### config.mk
export PLATFORM = sky130hd
export DESIGN_NAME = sgd_desc_gen
export DESIGN_NICKNAME = d
export VERILOG_FILES = /design/src/rtl/sgd_pkg.sv /design/src/rtl/sgd_splitter.sv /design/src/rtl/sgd_ring_tail.sv /design/src/rtl/sgd_batch_sum.sv /design/src/rtl/sgd_desc_gen.sv
export SDC_FILE = /design/constraint.sdc
export NUM_CORES = 1
export LEC_CHECK = 0
export ABC_AREA = 1
export BUFFER_PORTS_ARGS = -buffer_cell sky130_fd_sc_hd__buf_4
export CAP_MARGIN = 40
export CORE_ASPECT_RATIO = 1.1
export CORE_MARGIN = 3
export CORE_UTILIZATION = 50
export DETAILED_ROUTE_END_ITERATION = 8
export PLACE_DENSITY = 0.74
export SETUP_SLACK_MARGIN = 0.02
export SLEW_MARGIN = 5
export SYNTH_ARGS = -nofsm -noshare
export SYNTH_HDL_FRONTEND = slang
export SYNTH_SLANG_ARGS = --single-unit
### constraint.sdc
create_clock -name clk -period 2 [get_ports clk]
set_input_delay 0.4 -clock clk [delete_from_list [all_inputs] [get_ports clk]]
set_output_delay 0.4 -clock clk [all_outputs]
set_load 0.01 [all_outputs]
### src/rtl/sgd_pkg.sv
package sgd_pkg;

  // Flag bit positions decoded by the ring consumer.
  localparam int FLG_INT_BIT = 15;
  localparam int FLG_EOT_BIT = 14;
  localparam int FLG_NWD_BIT = 12;

  typedef logic [15:0] dflags_t;

  // Role a descriptor plays in its issue run.
  typedef enum logic [1:0] {
    ROLE_PLAIN = 2'd0,
    ROLE_FILL  = 2'd1,
    ROLE_LAST  = 2'd2
  } role_e;

  // Flags for a descriptor of the given role.
  function automatic dflags_t role_flags(input role_e role, input logic cmpl, input logic fence);
    dflags_t f;
    f = '0;
    case (role)
      ROLE_LAST: begin
        if (cmpl) f[FLG_EOT_BIT] = 1'b1;
        else      f[FLG_INT_BIT] = 1'b1;
        f[FLG_NWD_BIT] = fence;
      end
      ROLE_FILL: f[FLG_INT_BIT] = 1'b1;
      default:   f = '0;
    endcase
    return f;
  endfunction

endpackage

### src/rtl/sgd_splitter.sv
module sgd_splitter #(
  parameter int AW        = 32,
  parameter int LW        = 20,
  parameter int SZW       = 16,
  parameter int MAX_CHUNK = 32760
) (
  input  logic          clk,
  input  logic          rst_n,
  input  logic          in_valid,
  output logic          in_ready,
  input  logic [AW-1:0] in_addr,
  input  logic [LW-1:0] in_len,
  input  logic          in_end,
  input  logic          in_cmpl,
  input  logic          in_fence,
  output logic          in_take,
  output logic          zero_end,
  output logic          out_valid,
  input  logic          out_ready,
  output logic [AW-1:0] out_addr,
  output logic [SZW-1:0] out_size,
  output logic          out_batch_end,
  output logic          out_cmpl,
  output logic          out_fence
);

  localparam logic [LW-1:0] MAXL = LW'(MAX_CHUNK);
  localparam logic [AW-1:0] STEP = AW'(MAX_CHUNK);

  logic          busy;
  logic [AW-1:0] cur_addr;
  logic [LW-1:0] rem_len;
  logic          cur_end, cur_cmpl, cur_fence;
  logic          last_chunk;
  logic          out_fire;

  function automatic logic [SZW-1:0] fit_size(input logic [LW-1:0] r);
    if (r > MAXL) return SZW'(MAX_CHUNK);
    return r[SZW-1:0];
  endfunction

  assign in_ready      = !busy;
  assign in_take       = in_valid && in_ready;
  assign zero_end      = in_take && (in_len == '0) && in_end;
  assign last_chunk    = (rem_len <= MAXL);
  assign out_valid     = busy;
  assign out_fire      = busy && out_ready;
  assign out_addr      = cur_addr;
  assign out_size      = fit_size(rem_len);
  assign out_batch_end = last_chunk && cur_end;
  assign out_cmpl      = cur_cmpl;
  assign out_fence     = cur_fence;

  always_ff @(posedge clk) begin
    if (!rst_n) begin
      busy      <= 1'b0;
      cur_addr  <= '0;
      rem_len   <= '0;
      cur_end   <= 1'b0;
      cur_cmpl  <= 1'b0;
      cur_fence <= 1'b0;
    end else if (in_take && (in_len != '0)) begin
      busy      <= 1'b1;
      cur_addr  <= in_addr;
      rem_len   <= in_len;
      cur_end   <= in_end;
      cur_cmpl  <= in_cmpl;
      cur_fence <= in_fence;
    end else if (out_fire) begin
      if (last_chunk) begin
        busy <= 1'b0;
      end else begin
        cur_addr <= cur_addr + STEP;
        rem_len  <= rem_len - MAXL;
      end
    end
  end

  // a stalled descriptor keeps its contents
  a_r10_hold_stalled: assert property (@(posedge clk) disable iff (!rst_n)
    (out_valid && !out_ready) |=> (out_valid && $stable(out_addr) && $stable(out_size)));

  // no segment is taken while one is being split
  a_r10_no_take_busy: assert property (@(posedge clk) disable iff (!rst_n)
    out_valid |-> !in_ready);

  // every emitted chunk is non-empty and within the limit
  a_r2_size_bounds: assert property (@(posedge clk) disable iff (!rst_n)
    out_valid |-> (out_size != '0) && (out_size <= SZW'(MAX_CHUNK)));

endmodule

### src/rtl/sgd_ring_tail.sv
module sgd_ring_tail
  import sgd_pkg::*;
#(
  parameter int SLOTS      = 4095,
  parameter int DESC_BYTES = 8,
  localparam int TW        = $clog2(SLOTS),
  localparam int DSH       = $clog2(DESC_BYTES),
  localparam int OFFW      = TW + DSH
) (
  input  logic            clk,
  input  logic            rst_n,
  input  logic            fire,
  input  logic            batch_end,
  input  logic            zero_end,
  output logic [TW-1:0]   slot,
  output role_e           role,
  output logic            db_valid,
  output logic [OFFW-1:0] db_offset
);

  localparam logic [TW-1:0] TOP = TW'(SLOTS - 1);

  logic [TW-1:0] tail, tail_nx, issue_cnt, ring_pos;
  logic          fill_hit;

  function automatic logic [TW-1:0] wrap_inc(input logic [TW-1:0] v);
    return (v == TOP) ? '0 : v + 1'b1;
  endfunction

  assign fill_hit = (issue_cnt == TOP);
  assign role     = batch_end ? ROLE_LAST : (fill_hit ? ROLE_FILL : ROLE_PLAIN);
  assign tail_nx  = wrap_inc(tail);
  assign slot     = tail;
  assign ring_pos = fire ? tail_nx : tail;

  always_ff @(posedge clk) begin
    if (!rst_n) begin
      tail      <= '0;
      issue_cnt <= '0;
      db_valid  <= 1'b0;
      db_offset <= '0;
    end else begin
      db_valid  <= (fire && (role != ROLE_PLAIN)) || zero_end;
      db_offset <= {ring_pos, {DSH{1'b0}}};
      if (fire) begin
        tail      <= tail_nx;
        issue_cnt <= (role != ROLE_PLAIN) ? '0 : issue_cnt + 1'b1;
      end else if (zero_end) begin
        issue_cnt <= '0;
      end
    end
  end

  // the tail index stays inside the ring
  a_r4_tail_range: assert property (@(posedge clk) disable iff (!rst_n)
    tail <= TOP);

  // the tail moves only when a descriptor is taken
  a_r4_tail_still: assert property (@(posedge clk) disable iff (!rst_n)
    !fire |=> $stable(slot));

  // an issue run never exceeds the ring capacity
  a_r7_run_bound: assert property (@(posedge clk) disable iff (!rst_n)
    issue_cnt <= TOP);

  // a doorbell always has a cause in the previous cycle
  a_r8_db_cause: assert property (@(posedge clk) disable iff (!rst_n)
    db_valid |-> $past(fire || zero_end));

endmodule

### src/rtl/sgd_batch_sum.sv
module sgd_batch_sum #(
  parameter int LW   = 20,
  parameter int TOTW = 32
) (
  input  logic            clk,
  input  logic            rst_n,
  input  logic            take,
  input  logic [LW-1:0]   len,
  input  logic            last,
  output logic            bt_valid,
  output logic [TOTW-1:0] bt_bytes
);

  logic [TOTW-1:0] acc, acc_nx;

  assign acc_nx = acc + TOTW'(len);

  always_ff @(posedge clk) begin
    if (!rst_n) begin
      acc      <= '0;
      bt_valid <= 1'b0;
      bt_bytes <= '0;
    end else begin
      bt_valid <= take && last;
      if (take) begin
        if (last) begin
          bt_bytes <= acc_nx;
          acc      <= '0;
        end else begin
          acc <= acc_nx;
        end
      end
    end
  end

  // a batch report follows the acceptance of an end-marked segment
  a_r9_report_cause: assert property (@(posedge clk) disable iff (!rst_n)
    bt_valid |-> $past(take && last));

endmodule

### src/rtl/sgd_desc_gen.sv
module sgd_desc_gen
  import sgd_pkg::*;
#(
  parameter int AW         = 32,
  parameter int LW         = 20,
  parameter int SZW        = 16,
  parameter int MAX_CHUNK  = 32760,
  parameter int SLOTS      = 4095,
  parameter int DESC_BYTES = 8,
  parameter int TOTW       = 32,
  localparam int TW        = $clog2(SLOTS),
  localparam int OFFW      = TW + $clog2(DESC_BYTES)
) (
  input  logic            clk,
  input  logic            rst_n,
  input  logic            seg_valid,
  output logic            seg_ready,
  input  logic [AW-1:0]   seg_addr,
  input  logic [LW-1:0]   seg_len,
  input  logic            seg_end,
  input  logic            seg_cmpl_irq,
  input  logic            seg_fence,
  output logic            dsc_valid,
  input  logic            dsc_ready,
  output logic [AW-1:0]   dsc_addr,
  output logic [SZW-1:0]  dsc_size,
  output logic [15:0]     dsc_flags,
  output logic [TW-1:0]   dsc_slot,
  output logic            db_valid,
  output logic [OFFW-1:0] db_offset,
  output logic            bt_valid,
  output logic [TOTW-1:0] bt_bytes
);

  logic  seg_take, zero_end, batch_end, cmpl, fence, fire;
  role_e role;

  sgd_splitter #(.AW(AW), .LW(LW), .SZW(SZW), .MAX_CHUNK(MAX_CHUNK)) i_split (
    .clk(clk), .rst_n(rst_n),
    .in_valid(seg_valid), .in_ready(seg_ready), .in_addr(seg_addr), .in_len(seg_len),
    .in_end(seg_end), .in_cmpl(seg_cmpl_irq), .in_fence(seg_fence),
    .in_take(seg_take), .zero_end(zero_end),
    .out_valid(dsc_valid), .out_ready(dsc_ready), .out_addr(dsc_addr), .out_size(dsc_size),
    .out_batch_end(batch_end), .out_cmpl(cmpl), .out_fence(fence)
  );

  assign fire = dsc_valid && dsc_ready;

  sgd_ring_tail #(.SLOTS(SLOTS), .DESC_BYTES(DESC_BYTES)) i_tail (
    .clk(clk), .rst_n(rst_n), .fire(fire), .batch_end(batch_end), .zero_end(zero_end),
    .slot(dsc_slot), .role(role), .db_valid(db_valid), .db_offset(db_offset)
  );

  sgd_batch_sum #(.LW(LW), .TOTW(TOTW)) i_sum (
    .clk(clk), .rst_n(rst_n), .take(seg_take), .len(seg_len), .last(seg_end),
    .bt_valid(bt_valid), .bt_bytes(bt_bytes)
  );

  assign dsc_flags = role_flags(role, cmpl, fence);

  // only the defined flag bits appear, never both interrupt kinds
  a_r5_flag_space: assert property (@(posedge clk) disable iff (!rst_n)
    dsc_valid |-> ((dsc_flags & 16'h2FFF) == 16'h0) &&
                  !(dsc_flags[FLG_INT_BIT] && dsc_flags[FLG_EOT_BIT]));

  // notify-when-done appears only together with a batch end flag
  a_r8_nwd_with_end: assert property (@(posedge clk) disable iff (!rst_n)
    (dsc_valid && dsc_flags[FLG_NWD_BIT]) |-> (dsc_flags[FLG_INT_BIT] || dsc_flags[FLG_EOT_BIT]));

endmodule

### Yosys cells after proc, flatten, opt, wreduce, memory -nomap -nowiden

Index checks and enable logic that the tools add are counted.

* bits in registers: 149
* bits in latches: 0
* RAM bits: 0
* ROM bits: 0
* input bits: 59
* output and inout bits: 127
* logic and storage cells: 69
* memories kept: 0

* add/sub/neg operators: 5
* multipliers: 0
* divide/modulo/power cells: 0
* $lt $le $gt $ge: 2
* eq/ne operators: 5
* shift operators: 0
* multiplexer cells: 25
* bitwise operators: 0
* reductions and logical operators: 19

Operators with widths (number)
* 32-bit two-way mux: 4
* 12-bit two-way mux: 5
* 20-bit two-way mux: 3
* 32-bit by 15-bit adder with 32-bit output (second input constant): 1
* 32-bit by 20-bit adder with 32-bit output: 1
* 16-bit two-way mux: 2
* 12-bit by 1-bit adder with 12-bit output (second input constant): 2
* 12-bit == test (second input constant): 2
* 20-bit by 15-bit greater-than comparator with 1-bit output (second input constant): 1
* 20-bit by 15-bit <= comparator with 1-bit output (second input constant): 1
* 20-bit logical NOT: 1
* 20-bit nonzero test: 1
* 20-bit by 15-bit subtractor with 20-bit output (second input constant): 1
* 1-bit two-way mux: 9
* 1-bit logical AND: 8
* 2-bit nonzero test: 4
* 2-bit AND reduction: 3
* 2-bit by 1-bit == test with 1-bit output (second input constant): 1
* 2-bit == test (second input constant): 1
* 2-bit two-way mux: 1
* 2-bit inequality test (second input constant): 1
* 1-bit case mux with 2 select lines: 1
* 1-bit logical NOT: 1
* 1-bit logical OR: 1

### Longest topological paths before layout

* word-level depth: 6
* mapped depth: 15
* mapped depth without buffers: 15

### Modules after synthesis

A second synthesis with hierarchy kept.

* cells, all modules: 1615
* area total of the unflattened synthesis: 9806.9 µm²

By module, submodules not included
* sgd_batch_sum: instances 1, cells an instance 711, area an instance 4249.1 µm²
* sgd_splitter: instances 1, cells an instance 654, area an instance 3852.4 µm²
* sgd_ring_tail: instances 1, cells an instance 222, area an instance 1529.0 µm²
* sgd_desc_gen: instances 1, cells an instance 28, area an instance 176.4 µm²

### Worst setup path after synthesis

No wires, ideal clock.

* path kind: in2reg
* start: input seg_len[0]
* end: register i_sum.bt_bytes[20]
* data arrival time: 1.845 ns
* required time: 1.891 ns
* slack: 0.046 ns
* cell stages on the path: 14
* cells stage by stage: ha_1 -> fa_1 -> nand3_1 -> nand3_1 -> nand2_1 -> nand2_1 -> nand2_1 -> nand2_1 -> nand2_1 -> nand3b_1 -> nand2_1 -> nand2_1 -> nand2_1 -> inv_1

* cells in the longest elaborated chain, start to end: 1

Ends and longest elaborated chain
* from (decl): RTL line sgd_desc_gen.sv:19 `input logic [LW-1:0] seg_len,`
* 32-bit by 20-bit adder with 32-bit output: RTL line sgd_batch_sum.sv:16 `assign acc_nx = acc + TOTW'(len);`
* to (signal assigned): RTL line sgd_batch_sum.sv:27 `bt_bytes <= acc_nx;`
* to (decl): RTL line sgd_batch_sum.sv:11 `output logic [TOTW-1:0] bt_bytes`

No other way between the ends.
A chain may end at the register's enable or synchronous reset.

### Worst setup path in the final report

* start: register i_split.rem_len[8]
* end: output dsc_size[1]

* cells in the longest elaborated chain, start to end: 3

Ends and longest elaborated chain
* from (decl): RTL line sgd_splitter.sv:32 `logic [LW-1:0] rem_len;`
* from (signal assigned): RTL line sgd_splitter.sv:65 `rem_len <= in_len;`
* from (signal assigned): RTL line sgd_splitter.sv:74 `rem_len <= rem_len - MAXL;`
* 20-bit by 15-bit greater-than comparator with 1-bit output: RTL line sgd_splitter.sv:38 `if (r > MAXL) return SZW'(MAX_CHUNK);`
* 1-bit two-way mux: RTL line sgd_splitter.sv:38
* 16-bit two-way mux: RTL line sgd_splitter.sv:39 `return r[SZW-1:0];`
* to (decl): RTL line sgd_desc_gen.sv:26 `output logic [SZW-1:0] dsc_size,`

No other way between the ends.

==> results.toml <==
[clocking]
cts_buffers = 17
clk_latency_ns = 0.44
tritoncts = "yes"
cts-root-buf = "clkbuf_16"
htree_levels = 4
clk_pin_slew_ns = 0.06
cts_buffer_depth = 2
ctsHoldBuffers = 0
cts.sinks = 146

[global_routing]
grtUsageTotal_pct = 27.64
grt_pass1_wl_mm = 45.52
grt_pass1_vias = 9643
grt_max_degree = 45
overflow = 0
antenna_found_initial = 0

[place]
place.gp.congestion = 0.9848
dpl.hpwl_mm = 20.90
place_ws_ns = -0.2160
dp.cells = 1944
io_buffers = 168

[pwr]
seq_power_share_pct = 33.9
peakVddDrop_mv = 0.6715
sw_frac_of_total_pct = 30.44
p_total_uw = 9740
intPower_uw = 6775
p_sw_uw = 2965
p_clk_share_pct = 39.6
combPwrFrac_pct = 26.5
leakagePower_uw = 0.006270
p_per_area_nw_per_um2 = 763.9

[drt]
drtPass1Iterations = 6
first_iter_violations = 611
via_per_inst = 5.171
routed_wl_mm = 29.42
ant_nets = 0
drc = 0
num_vias = 10300
routedWlPerCell_microns = 14.77

[worst_setup_path]
required_ns = 1.60
crit_family = "simple AND/OR/NAND/NOR gates"
critPathSlowestCell = "dfxtp_2"
end_kind = "primary output"
crit_path_start_kind = "flop"
path_class = "reg2out"
crit_chain = "inv_2, nor3_4, nand2_2, nor2_4, nand3_2, nand2_4, inv_6, buf_12, nand2_2, inv_2, buf_4"
cp_max_fo = 5
critPathBufInv = 5
slowest_delay_ns = 0.33
crit_arrival_ns = 1.85

[cells_and_area]
fin_cells = 1992
fin_util_pct = 70.86
register_area_sq_um = 2939
diodes = 0
fillCellCount = 1520
final_net_count = 1827
drive_above_1_share_pct = 25.48
multiInputGateArea_sq_um = 5776
final_cell_mix = "412 x nand2_1, 264 x buf_4, 183 x inv_1, 163 x nor2_1, 135 x dfxtp_1"
layout_commonest_cell = "nand2_1"
area_growth_pct = 36.79

[timing]
tightest_slew_ns = 0.5677
timing.fmax_mhz = 444.9
report.final.setup_viol = 18
clock_skew_ns = 0.01176
rsz0062_at_grt = "yes"
maxSlewViolCount = 0
min_period_over_period_pct = 112.4
post-route-min-period_ns = 2.248
tns_ns = -3.418
slew-limit-headroom_pct = 62.16
setup_ws_ns = -0.2475
finalHoldViolCount = 0

[run_status]
status = "complete, but fails checks"
violations = "negative setup slack"

[floorplan]
dieWidth_microns = 136.2
initial_utilization_pct = 51.80
ios = 186
fp-row-count = 51
die_area_sq_um = 20320
core_area_sq_um = 17990
chipHeight_microns = 149.2

[hold_path]
min_path_type = "in2reg"

[synthesis]
synth_edf_count = 0
async_flop_share_pct = 0
synth_area_per_cell_sq_um = 6.227
syn_inst = 1497
seq_area_frac_synth_pct = 31.36
post_synth_num_cell_types = 42
synth_area_sq_um = 9321
ys.warnings.count = 0
synth_top_area_cell = "dfxtp_1"
ys.flop_type = "dfxtp_1"
yosys-top-cells-area = "dfxtp_1 31%, nand2_1 18%, inv_1 7.5%"
synth_top_area_share_pct = 31.36
synth_seq_cells = 146

[flow_run]
max_cap_violations = 0
-- worst register-to-register path, delay by kind of cell, from the launching register on --
kind | cells | cell delay, ns
and+or+nand+nor | 11 | 1.03
adders and majority gates | 1 | 0.32
buffers and inverters | 2 | 0.17
DFF | 1 | 0.32
-- synth_stat cells, types with 2 or more instances --
cell type  instances
a211oi_1           3
a21oi_1           93
a31oi_1            2
and3_1             2
buf_1              3
buf_2             11
buf_4             31
clkbuf_1          30
clkinv_1           2
dfxtp_1          146
ha_1              26
inv_1            187
inv_2              3
nand2_1          446
nand2_2            4
nand2_4            2
nand3_1           88
nand3b_1           6
nand4_1           17
nor2_1           174
nor3_1            33
nor3_2             8
nor3b_1            3
nor4_1             2
o21a_1             8
o21ai_0           80
o21bai_1          26
or2_2              7
xnor2_1           10
xor2_1            32
-- per-layer routing --
layer	vias to the layer above	part of all wire, %	global-route usage (%)
met5	-	0	0
met4	0	3.5	11.34
li1	5176	-	-
met2	384	50	49.85
met1	4661	39	32.07
met3	79	6.9	4.892
-- state kept, by name, indices dropped and copies added, names as in the netlist --
name / count
i_sum.bt_bytes: 32
i_sum.acc: 32
i_split.out_valid: 1
i_tail.db_valid: 1
i_split.out_fence: 1
i_sum.bt_valid: 1
i_split.out_addr: 32
i_split.rem_len: 20
i_tail.issue_cnt: 12
i_split.out_cmpl: 1
i_tail.db_offset: 12
i_split.cur_end: 1
-- final cells by class --
type | instances | area share, %
multi-input combinational | 1098 | 45.29
clock buffer | 17 | 3.336
sequential | 146 | 23.05
inverter | 192 | 5.691
timing repair buffer | 286 | 18.11
tap | 238 | 2.335
clock inverter | 15 | 2.178
-- cells by family (layout without fill, tap and decap cells) --
group / count (synthesis) / in the layout / share of synthesized area (%)
flops: 146 / 146 / 31.36
simple gates: 795 / 795 / 35.73
buf+inv: 269 / 510 / 12.43
xor+xnor: 42 / 42 / 3.946
compound gates: 217 / 217 / 12.79
other cells: 1 / 17 / 0.04023
fa+ha+maj: 27 / 27 / 3.705
-- power groups by stage --
stage | Clock [uW] | Sequential, uW | Combinational, uW
2_1_floorplan | 0 | 3380 | 1210
3_3_place_gp | 0 | 3340 | 2200
3_5_place_dp | 0 | 3340 | 2230
4_1_cts | 3890 | 3290 | 2380
5_1_grt | 4010 | 3330 | 2820
6_report | 3860 | 3300 | 2580
-- stage by stage --
| step | instance area, sq um | hold WS [ns] |
|---|---|---|
| floorplan | 9382 | 0.4300 |
| global placement | 11350 | 0.4400 |
| detailed placement | 11350 | 0.4469 |
| CTS | 12250 | 0.2152 |
| global route | 12750 | 0.2556 |
| finish | 12750 | 0.2188 |
-- repair_timing --
item | 4_1_cts | 5_1_grt
setup endpoints to repair | 22 | 106
gates resized for setup | 47 | 92
pin swaps | 3 | 14
gates cloned | 1 | 2
buffers inserted | 6 | 9
-- final timing paths --
path	from	end	slack (ns)	cells past startpoint
min reg2reg	i_sum.acc[9]	i_sum.acc[9]	0.48	2
max reg2reg	i_sum.acc[11]	i_sum.bt_bytes[30]	0.07	14
max	i_split.rem_len[8]	dsc_size[1]	-0.25	11
min	seg_addr[2]	i_split.out_addr[2]	0.22	3
(Power assumes the default switching activity.)
